[src/rtl/lc_pkg.sv]
// Shared types and constants of the line-code transmitter.
package lc_pkg;
    typedef enum logic [1:0] {
        CODE_PWM  = 2'd0,
        CODE_MAN  = 2'd1,
        CODE_BIP  = 2'd2,
        CODE_PWM2 = 2'd3
    } code_e;

    localparam int PHASES = 6;   // phase steps per bit
    localparam int PH_W   = 3;   // width of the phase counter
    localparam logic [PH_W-1:0] PH_LAST = PH_W'(PHASES - 1);
    localparam logic [PH_W-1:0] PH_HALF = PH_W'(PHASES / 2);
endpackage

[src/rtl/lc_prescaler.sv]
// Phase-step prescaler.
// Emits a one-cycle tick every bit_div+1 cycles while run is high.
// Assumes: the count restarts at zero whenever run is low, so the first step
// after a start is a full one.
module lc_prescaler #(
    parameter int DIV_W = 8
) (
    input  logic             clk,
    input  logic             rst_n,
    input  logic             run,
    input  logic [DIV_W-1:0] div,
    output logic             tick
);
    logic [DIV_W-1:0] cnt;

    assign tick = run && (cnt == div);

    // Count clock cycles inside the current phase step.
    always_ff @(posedge clk) begin
        if (!rst_n || !run) begin
            cnt <= '0;
        end else if (tick) begin
            cnt <= '0;
        end else begin
            cnt <= cnt + 1'b1;
        end
    end

    // after a tick the step count restarts from zero
    a_r3_tick_restart: assert property (@(posedge clk) disable iff (!rst_n)
        tick |=> (cnt == '0));
endmodule

[src/rtl/lc_holdreg.sv]
// One-byte holding register between the writer and the shift register.
// Accepts a write on the same edge on which the shifter takes the byte it
// holds.
// Assumes: take is only raised while full is high.
module lc_holdreg #(
    parameter int DATA_W = 8
) (
    input  logic              clk,
    input  logic              rst_n,
    input  logic              wr_valid,
    input  logic [DATA_W-1:0] wr_data,
    input  logic              take,
    output logic              wr_ready,
    output logic              full,
    output logic [DATA_W-1:0] data
);
    logic fire;

    assign wr_ready = !full || take;
    assign fire     = wr_valid && wr_ready;

    // Store an incoming byte, or clear the full flag when the byte is taken.
    always_ff @(posedge clk) begin
        if (!rst_n) begin
            full <= 1'b0;
            data <= '0;
        end else if (fire) begin
            full <= 1'b1;
            data <= wr_data;
        end else if (take) begin
            full <= 1'b0;
        end
    end

    // an accepted write always leaves the register full
    a_r7_write_fills: assert property (@(posedge clk) disable iff (!rst_n)
        fire |=> full);
    // a byte is never taken from an empty register
    a_r7_take_needs_data: assert property (@(posedge clk) disable iff (!rst_n)
        take |-> full);
endmodule

[src/rtl/lc_shifter.sv]
// Byte shift register with bit and phase counters.
// Loads from the holding register when idle, or at the last tick of a byte
// (chaining). Shifts left by one bit at the end of each bit. The code select
// is latched with every load.
// Assumes: tick only pulses while active is high.
module lc_shifter #(
    parameter int DATA_W = 8
) (
    input  logic                    clk,
    input  logic                    rst_n,
    input  logic                    enable,
    input  logic                    tick,
    input  logic                    hold_full,
    input  logic [DATA_W-1:0]       hold_data,
    input  logic [1:0]              code_sel,
    output logic                    active,
    output logic                    cur_bit,
    output logic [lc_pkg::PH_W-1:0] phase,
    output lc_pkg::code_e           code_q,
    output logic                    take,
    output logic                    start,
    output logic                    bit_adv
);
    import lc_pkg::*;

    localparam int BC_W = (DATA_W > 1) ? $clog2(DATA_W) : 1;
    localparam logic [BC_W-1:0] BC_LAST = BC_W'(DATA_W - 1);

    logic [DATA_W-1:0] sr;
    logic [BC_W-1:0]   bit_cnt;
    logic              bit_end;
    logic              byte_end;
    logic              chain;

    assign cur_bit  = sr[DATA_W-1];
    assign bit_end  = active && tick && (phase == PH_LAST);
    assign byte_end = bit_end && (bit_cnt == BC_LAST);
    assign start    = !active && hold_full && enable;
    assign chain    = byte_end && hold_full && enable;
    assign take     = start || chain;
    assign bit_adv  = bit_end;

    // Sequence loads, phase steps, bit shifts and the stop at a starved end.
    always_ff @(posedge clk) begin
        if (!rst_n) begin
            active  <= 1'b0;
            sr      <= '0;
            bit_cnt <= '0;
            phase   <= '0;
            code_q  <= CODE_PWM;
        end else if (take) begin
            active  <= 1'b1;
            sr      <= hold_data;
            bit_cnt <= '0;
            phase   <= '0;
            code_q  <= code_e'(code_sel);
        end else if (byte_end) begin
            active  <= 1'b0;
            bit_cnt <= '0;
            phase   <= '0;
        end else if (tick) begin
            if (phase == PH_LAST) begin
                phase   <= '0;
                bit_cnt <= bit_cnt + 1'b1;
                sr      <= {sr[DATA_W-2:0], 1'b0};
            end else begin
                phase <= phase + 1'b1;
            end
        end
    end

    // a byte that ends with nothing stored leaves the block idle
    a_r8_starve_idle: assert property (@(posedge clk) disable iff (!rst_n)
        (byte_end && !hold_full) |=> !active);
    // with enable low an idle block never starts
    a_r10_hold_off: assert property (@(posedge clk) disable iff (!rst_n)
        (!active && !enable) |=> !active);
    // the latched code only changes on a load
    a_r9_code_frozen: assert property (@(posedge clk) disable iff (!rst_n)
        !take |=> $stable(code_q));
    // the phase does not move between ticks
    a_r3_phase_hold: assert property (@(posedge clk) disable iff (!rst_n)
        (active && !tick && !take) |=> $stable(phase));
endmodule

[src/rtl/lc_encoder.sv]
// Line-code encoder.
// Maps the current bit and phase step to an output level for the latched
// code. Keeps the biphase start level in a register.
// Assumes: idle level is low, so the first biphase bit after idle starts high.
module lc_encoder (
    input  logic                    clk,
    input  logic                    rst_n,
    input  logic                    active,
    input  logic                    cur_bit,
    input  logic [lc_pkg::PH_W-1:0] phase,
    input  lc_pkg::code_e           code_q,
    input  logic                    start,
    input  logic                    bit_adv,
    output logic                    tx_out
);
    import lc_pkg::*;

    logic bp_lvl;   // biphase level in the first half of the current bit

    // Track the biphase level from bit to bit: invert after a 1, keep after a 0.
    always_ff @(posedge clk) begin
        if (!rst_n) begin
            bp_lvl <= 1'b0;
        end else if (start) begin
            bp_lvl <= 1'b1;
        end else if (bit_adv) begin
            bp_lvl <= cur_bit ? ~bp_lvl : bp_lvl;
        end
    end

    // Choose the output level for this code, bit and phase step.
    always_comb begin
        if (!active) begin
            tx_out = 1'b0;
        end else begin
            case (code_q)
                CODE_MAN: tx_out = cur_bit ? (phase < PH_HALF) : (phase >= PH_HALF);
                CODE_BIP: tx_out = (phase < PH_HALF || cur_bit) ? bp_lvl : ~bp_lvl;
                default:  tx_out = cur_bit ? (phase < PH_W'(4)) : (phase < PH_W'(2));
            endcase
        end
    end
endmodule

[src/rtl/linecode_tx.sv]
// Top of the serial line-code transmitter.
// Joins the holding register, prescaler, shifter and encoder.
// Assumes: one clock domain, with bit_div held steady while a byte is sent.
module linecode_tx #(
    parameter int DIV_W  = 8,
    parameter int DATA_W = 8
) (
    input  logic              clk,
    input  logic              rst_n,
    input  logic              enable,
    input  logic [1:0]        code_sel,
    input  logic [DIV_W-1:0]  bit_div,
    input  logic              wr_valid,
    input  logic [DATA_W-1:0] wr_data,
    output logic              wr_ready,
    output logic              tx_out,
    output logic              busy
);
    import lc_pkg::*;

    logic              tick;
    logic              take;
    logic              start;
    logic              bit_adv;
    logic              hold_full;
    logic [DATA_W-1:0] hold_data;
    logic              active;
    logic              cur_bit;
    logic [PH_W-1:0]   phase;
    code_e             code_q;

    assign busy = active;

    lc_holdreg #(.DATA_W(DATA_W)) u_hold (
        .clk(clk), .rst_n(rst_n), .wr_valid(wr_valid), .wr_data(wr_data),
        .take(take), .wr_ready(wr_ready), .full(hold_full), .data(hold_data)
    );

    lc_prescaler #(.DIV_W(DIV_W)) u_pre (
        .clk(clk), .rst_n(rst_n), .run(active), .div(bit_div), .tick(tick)
    );

    lc_shifter #(.DATA_W(DATA_W)) u_shift (
        .clk(clk), .rst_n(rst_n), .enable(enable), .tick(tick),
        .hold_full(hold_full), .hold_data(hold_data), .code_sel(code_sel),
        .active(active), .cur_bit(cur_bit), .phase(phase), .code_q(code_q),
        .take(take), .start(start), .bit_adv(bit_adv)
    );

    lc_encoder u_enc (
        .clk(clk), .rst_n(rst_n), .active(active), .cur_bit(cur_bit),
        .phase(phase), .code_q(code_q), .start(start), .bit_adv(bit_adv),
        .tx_out(tx_out)
    );

    // Manchester always has a transition at mid-bit
    a_r5_man_midbit: assert property (@(posedge clk) disable iff (!rst_n)
        (active && code_q == CODE_MAN && tick && phase == PH_W'(2) && !take)
        |=> (tx_out != $past(tx_out)));
    // biphase inverts at every bit boundary inside a byte
    a_r6_bip_boundary: assert property (@(posedge clk) disable iff (!rst_n)
        (active && code_q == CODE_BIP && bit_adv && !take && busy)
        |=> (!busy || tx_out != $past(tx_out)));
    // the line is low whenever no byte is being sent
    a_r8_idle_low: assert property (@(posedge clk) disable iff (!rst_n)
        $fell(busy) |-> !tx_out);
    // a start from idle drives the first bit's level at once
    a_r2_first_level: assert property (@(posedge clk) disable iff (!rst_n)
        (start && code_q != CODE_MAN && code_sel != 2'd1) |=> tx_out);
endmodule

[config.mk]
export PLATFORM = sky130hd
export DESIGN_NAME = linecode_tx
export DESIGN_NICKNAME = d
export VERILOG_FILES = /design/src/rtl/lc_pkg.sv /design/src/rtl/lc_prescaler.sv /design/src/rtl/lc_holdreg.sv /design/src/rtl/lc_shifter.sv /design/src/rtl/lc_encoder.sv /design/src/rtl/linecode_tx.sv
export SDC_FILE = /design/constraint.sdc
export NUM_CORES = 1
export LEC_CHECK = 0
export ABC_AREA = 1
export BUFFER_PORTS_ARGS = -buffer_cell sky130_fd_sc_hd__buf_4
export CAP_MARGIN = 40
export CELL_PAD_IN_SITES_DETAIL_PLACEMENT = 1
export CELL_PAD_IN_SITES_GLOBAL_PLACEMENT = 1
export CORE_MARGIN = 5
export CORE_UTILIZATION = 44
export DETAILED_ROUTE_END_ITERATION = 12
export PLACE_DENSITY = 0.86
export REMOVE_ABC_BUFFERS = 1
export SYNTH_ARGS = -nofsm -noshare
export SYNTH_HDL_FRONTEND = slang
export SYNTH_SLANG_ARGS = --single-unit
[constraint.sdc]
create_clock -name clk -period 4.23 [get_ports clk]
set_input_delay 0 -clock clk [delete_from_list [all_inputs] [get_ports clk]]
set_output_delay 0 -clock clk [all_outputs]
set_load 0.1 [all_outputs]
Word level (Yosys, flattened, before mapping)
Index checks and enable logic that the tools add are counted.
{"block": "word_totals", "reg_bits": 35, "in_bits": 22, "output_inout_bits": 3, "elab_cells": 68}
{"block": "classes", "addsub": 3, "magnitude_cmp": 4, "n_eq_ne": 6, "mux": 17, "bitwise": 2, "n_reduce_logical": 27}
{"op": "$mux 8", "count": 4}
{"op": "$reduce_bool 2->1", "count": 6}
{"op": "$mux 1", "count": 11}
{"op": "$logic_and 1x1->1", "count": 9}
{"op": "$add 8x1->8 const B", "count": 1}
{"op": "$eq 8x8->1", "count": 1}
{"op": "$add 3x1->3 const B", "count": 2}
{"op": "$eq 3x3->1 const B", "count": 2}
{"op": "$lt 3x2->1 const B", "count": 2}
{"op": "$logic_or 1x1->1", "count": 4}
{"op": "$reduce_and 2->1", "count": 2}
{"op": "$ge 3x2->1 const B", "count": 1}
{"op": "$logic_not 1->1", "count": 3}
{"op": "$lt 3x3->1 const B", "count": 1}
{"op": "$mux 3", "count": 1}
{"op": "$reduce_and 3->1", "count": 1}
{"op": "$reduce_or 3->1", "count": 1}
{"op": "$eq 2x1->1 const B", "count": 1}
{"op": "$eq 2x2->1 const B", "count": 1}
{"op": "$ne 2x2->1 const B", "count": 1}
{"op": "$not 1->1", "count": 2}
{"op": "$pmux 1 s2", "count": 1}
{"op": "$reduce_or 2->1", "count": 1}

Depth between registers and ports, before layout
{"block": "logic_depth", "ltp_word": 11, "mapped_depth": 13, "mapped_depth_nobuf": 13}

Hierarchy
From an unflattened synthesis, not the netlist that was laid out.
{"block": "hier_totals", "cells_unflattened": 284, "hier_area_um2": 1965.6}
{"module": "lc_shifter", "n_inst": 1, "cells_each": 116, "area_per_inst_um2": 858.3, "seq_area_each_um2": 340.3}
{"module": "lc_prescaler", "n_inst": 1, "cells_each": 84, "area_per_inst_um2": 528.0, "seq_area_each_um2": 160.2}
{"module": "lc_holdreg", "n_inst": 1, "cells_each": 57, "area_per_inst_um2": 425.4, "seq_area_each_um2": 180.2}
{"module": "lc_encoder", "n_inst": 1, "cells_each": 27, "area_per_inst_um2": 153.9, "seq_area_each_um2": 20.0}

Worst setup path before layout
Ideal clock, no wire load.
{"block": "synth_timing", "path_type": "register -> output", "from": "register u_shift.active", "to": "output port tx_out", "arrival_time_ns": 3.314, "required_ns": 4.230, "slack_ns": 0.916, "path_stages_with_launch": 3, "path_buffers": 0, "path_cell_list": "dfxtp_1 > inv_1 > nor3_1"}
{"block": "synth_between", "elab_chain_len": 1}
{"element": "start, declared", "line_no": "lc_shifter.sv:16", "rtl": "output logic active,"}
{"element": "start signal, assigned", "line_no": "lc_shifter.sv:46", "rtl": "active <= 1'b0;"}
{"element": "start signal, assigned", "line_no": "lc_shifter.sv:52", "rtl": "active <= 1'b1;"}
{"element": "start signal, assigned", "line_no": "lc_shifter.sv:58", "rtl": "active <= 1'b0;"}
{"element": "$mux 1", "line_no": "lc_encoder.sv:33", "rtl": "if (!active) begin"}
{"element": "end, declared", "line_no": "linecode_tx.sv:16", "rtl": "output logic tx_out,"}
Every way passes these cells.

Worst setup path in the final report
{"block": "layout_timing", "from": "register u_shift.active", "to": "output port wr_ready"}
{"block": "layout_between", "elab_chain_len": 8, "word_cells_on_any_way": 11, "classes_between": "reduce/logical (11)"}
{"element": "$logic_and 1x1->1", "line_no": "lc_prescaler.sv:16", "rtl": "assign tick = run && (cnt == div);"}
{"element": "$logic_and 1x1->1 (2 in a row)", "line_no": "lc_shifter.sv:36", "rtl": "assign bit_end = active && tick && (phase == PH_LAST);"}
{"element": "$logic_and 1x1->1", "line_no": "lc_shifter.sv:37", "rtl": "assign byte_end = bit_end && (bit_cnt == BC_LAST);"}
{"element": "$logic_and 1x1->1 (2 in a row)", "line_no": "lc_shifter.sv:39", "rtl": "assign chain = byte_end && hold_full && enable;"}
{"element": "$logic_or 1x1->1 *", "line_no": "lc_shifter.sv:40", "rtl": "assign take = start || chain;"}
{"element": "$logic_or 1x1->1 *", "line_no": "lc_holdreg.sv:19", "rtl": "assign wr_ready = !full || take;"}
{"element": "end, declared", "line_no": "linecode_tx.sv:15", "rtl": "output logic wr_ready,"}
Every way passes the cells marked *; elsewhere a longest branch is shown, timed or not.

==> results_tabular.tex <==
\begin{tabular}{lr}
\hline
Metric & Value \\
\hline
\multicolumn{2}{l}{\textbf{Synthesis}} \\
\quad Leading post-synthesis cells by cell area & sky130\_fd\_sc\_hd\_\_dfxtp\_1, sky130\_fd\_sc\_hd\_\_nand2\_1, sky130\_fd\_sc\_hd\_\_nor2\_1 \\
\quad Yosys warning total & 0 \\
\quad Synth cell types & 31 \\
\quad Mean cell area of the mapped netlist & 6.91 um2 \\
\quad Async set-reset flop share out of synthesis & 0\% \\
\quad Cell taking the most area after synthesis & sky130\_fd\_sc\_hd\_\_dfxtp\_1 \\
\quad Seq/Total Area, Yosys & 37.5\% \\
\quad Synthesized instance count & 270 \\
\quad Post-synthesis cell area & 1870 um2 \\
\quad Main flop type after synthesis & sky130\_fd\_sc\_hd\_\_dfxtp\_1 \\
\quad Number of storage elements in the synthesis netlist & 35 \\
\quad Synth cell count leaders & sky130\_fd\_sc\_hd\_\_nand2\_1, sky130\_fd\_sc\_hd\_\_nor2\_1, sky130\_fd\_sc\_hd\_\_dfxtp\_1 \\
\quad Most numerous cell in the Yosys netlist & sky130\_fd\_sc\_hd\_\_nand2\_1 \\
\quad EDFF count, synth & 0 \\
\quad Area share of the largest cell type after synthesis & 37.5\% \\
\multicolumn{2}{l}{\textbf{Power and ir drop}} \\
\quad Total chip power & 0.692 mW \\
\quad Total power density per cell area & 320 nW/um2 \\
\quad Leakage component of the power & 1.00 nW \\
\quad Max VDD drop & 0.183 mV \\
\multicolumn{2}{l}{\textbf{Finish}} \\
\quad Antenna diode instance count & 0 \\
\quad Signed area change from the synthesized netlist to the final layout & 15.8\% \\
\quad Fill cell total of the finished layout & 557 \\
\quad Nets@finish & 323 \\
\quad Share of cells above drive strength 1 & 14.2\% \\
\multicolumn{2}{l}{\textbf{Job}} \\
\quad Max cap viols & 0 \\
\multicolumn{2}{l}{\textbf{Clocking}} \\
\quad H-tree lvl count & 2 \\
\quad Num CTS Buffers & 5 \\
\quad Number of sinks handled by clock tree synthesis & 35 \\
\quad Clock latency on the worst-skew pair & 0.28 ns \\
\quad Clock transition at path regs & 0.07 ns \\
\quad Setup Buffers After CTS & 0 \\
\quad Clock Tree Buf Depth & 2 \\
\quad CTS tree & yes \\
\quad Cell at the root of the clock tree & sky130\_fd\_sc\_hd\_\_clkbuf\_8 \\
\multicolumn{2}{l}{\textbf{STA}} \\
\quad Max Freq & 0.478 GHz \\
\quad Total count of hold-check failures in the final report & 0 \\
\quad Ratio of final minimum period to clock period & 49.4\% \\
\quad Setup WS post-layout & 2.14 ns \\
\quad Transition at the pin with the smallest max-transition slack & 0.732 ns \\
\quad Fin Setup TNS & 0 ns \\
\quad Max-slew violation count & 0 \\
\quad Setup skew after layout & 0.00646 ns \\
\quad Number of endpoints failing setup at the final stage & 0 \\
\quad Post-layout min period & 2.09 ns \\
\quad Normalized max-slew margin & 51.0\% \\
\quad Setup repair after global routing missed its margin & no \\
\multicolumn{2}{l}{\textbf{Worst setup path}} \\
\quad Largest fanout on the critical path & 19 \\
\quad Worst endpoint required time & 4.23 ns \\
\quad Type of the worst setup path & reg2out \\
\quad Ordered cell list for the critical path & inv\_1 -> a21oi\_2 -> nand3\_1 -> nor2\_2 -> nand4\_2 -> nand2\_2 -> nand2\_4 -> nand2\_8 -> buf\_4 \\
\quad Critical path's largest stage delay & 0.43 ns \\
\quad Cell with the largest stage delay on the worst path & sky130\_fd\_sc\_hd\_\_dfxtp\_1 \\
\quad Arrival time of the worst setup path & 2.09 ns \\
\quad Sort of element at the end of the critical path & output port \\
\quad Critical path startpoint category & flip-flop \\
\multicolumn{2}{l}{\textbf{Min path}} \\
\quad Path type of the worst min-delay path & in2reg \\
\multicolumn{2}{l}{\textbf{Global route}} \\
\quad Via count of the first global-routing pass & 1747 \\
\quad Pin count of the biggest net entering global routing & 20 \\
\quad Antenna violations before repair & 0 \\
\quad Wire length of the first global-routing pass & 7.65 mm \\
\quad GRT Total Usage & 17.5\% \\
\quad Grt total ovfl & 0 \\
\multicolumn{2}{l}{\textbf{Routing}} \\
\quad Length of the first detailed-routing pass in iterations & 3 \\
\quad Number of DRC markers in iteration 0 & 66 \\
\quad Residual DRC & 0 \\
\quad WL/cell & 12.6 um \\
\quad Average via count per standard cell & 5.02 \\
\quad Detailed Route WL & 4.36 mm \\
\quad Antenna viol nets, final & 0 \\
\quad Vias after detailed routing & 1731 \\
\multicolumn{2}{l}{\textbf{Die}} \\
\quad Overall die area & 5650 um2 \\
\quad Height of the die & 75.1 um \\
\quad Std cell rows & 23 \\
\quad Effective utilization at floorplan & 46.0\% \\
\quad Number of top-level pins & 25 \\
\quad Placeable Area & 4060 um2 \\
\quad Die width & 75.1 um \\
\multicolumn{2}{l}{\textbf{Placed design}} \\
\quad Placer's final routability congestion estimate & 0.761 \\
\quad Port Buffer Count & 24 \\
\quad Setup slack after placement & 2.39 ns \\
\quad Half-perimeter wire length after detailed placement & 3.34 mm \\
\multicolumn{2}{l}{\textbf{Run status}} \\
\quad Outcome & finished, final reports clean \\
\hline
\end{tabular}
==> worst max-delay path: cells and delay by family (launching register included) <==
kind,cells,cell delay [ns]
AND/OR/NAND/NOR,6,0.80
buffers and inverters,2,0.45
flip-flops,1,0.43
AO/OA/AOI/OAI,1,0.12
==> cell families after synthesis <==
logic type / synth area share [%]
flip-flops: 37.5
buffers and inverters: 10.3
AO/OA/AOI/OAI: 9.18
adder cells (fa/ha/maj): 4.02
AND/OR/NAND/NOR: 35.7
XOR/XNOR: 3.28
==> power breakdown <==
part           total (mW)  internal (mW)  switching, mW
Clock               0.240          0.128          0.113
Sequential          0.354          0.344        0.00987
Combinational      0.0984         0.0377         0.0607
==> area by class of cell <==
class / count / area, um2 / area share, %
Inverter: 37 / 139 / 6.43
Sequential cell: 35 / 701 / 32.4
Tap cell: 50 / 62.6 / 2.90
Clock inverter: 1 / 5.00 / 0.232
Timing Repair Buffer: 26 / 198 / 9.15
Clock buffer: 6 / 82.6 / 3.82
Multi-Input combinational cell: 190 / 973 / 45.0
==> flip-flops by register name, summed over array words and instances, names as in the netlist <==
register,flops
u_hold.data,8
u_pre.cnt,8
u_shift.sr,8
u_shift.bit_cnt,3
u_shift.phase,3
u_shift.code_q,2
u_enc.bp_lvl,1
u_hold.full,1
u_shift.active,1
==> through the flow <==
| step | hold WS (ns) | utilization [%] | std cells | instance area (um2) |
|---|---|---|---|---|
| after global placement | 0.282 | 50.8 | 337 | 2060 |
| final | 0.00378 | 53.3 | 345 | 2160 |
| after floorplan | 0.121 | - | 262 | 1810 |
| after detailed placement | 0.294 | 50.8 | 337 | 2060 |
| after global routing | 0.0128 | 53.3 | 345 | 2160 |
| after CTS | 0.00181 | 53.3 | 345 | 2160 |
==> worst paths after layout <==
| path | to | cells after the start | startpoint | slack [ns] |
|---|---|---|---|---|
| min reg2reg | u_shift.bit_cnt[2] | 2 | u_shift.bit_cnt[2] | 0.47 |
| max reg2reg | u_shift.sr[7] | 10 | u_pre.cnt[5] | 2.36 |
| max | wr_ready | 9 | u_shift.active | 2.14 |
| min | u_shift.code_q[1] | 3 | code_sel[1] | 0.004 |
==> placed cells by master, fill, tap and decap left out, types with 2 or more instances in the layout <==
| master | netlist | final |
|---|---|---|
| sky130_fd_sc_hd__ha_1 | 6 | 6 |
| sky130_fd_sc_hd__buf_4 | 1 | 25 |
| sky130_fd_sc_hd__o21ai_0 | 8 | 8 |
| sky130_fd_sc_hd__inv_1 | 34 | 34 |
| sky130_fd_sc_hd__a21oi_1 | 20 | 20 |
| sky130_fd_sc_hd__clkbuf_8 | 0 | 6 |
| sky130_fd_sc_hd__nand2_2 | 2 | 2 |
| sky130_fd_sc_hd__nand4_1 | 8 | 8 |
| sky130_fd_sc_hd__nand3_1 | 24 | 24 |
| sky130_fd_sc_hd__nand2_1 | 55 | 55 |
| sky130_fd_sc_hd__dfxtp_1 | 35 | 35 |
| sky130_fd_sc_hd__nor3b_1 | 3 | 3 |
| sky130_fd_sc_hd__xor2_1 | 7 | 7 |
| sky130_fd_sc_hd__nor2_1 | 40 | 40 |
| sky130_fd_sc_hd__nor3_1 | 6 | 6 |
| sky130_fd_sc_hd__clkinv_1 | 2 | 2 |
==> timing repair <==
action                                 in CTS  in global routing
resized for setup                           0                  0
hold buffers                                1                  0
endpoints found under the hold margin       1                  0
==> metal layers <==
metal | global-route usage (%) | vias to the layer above | share of wire, %
met2 | 30.2 | 19 | 48
met4 | 6.41 | 0 | 1.2
li1 | - | 912 | -
met5 | 0 | - | 0
met3 | 3.74 | 4 | 2.7
met1 | 21.3 | 796 | 48
Power figures use the tool's default switching activity.
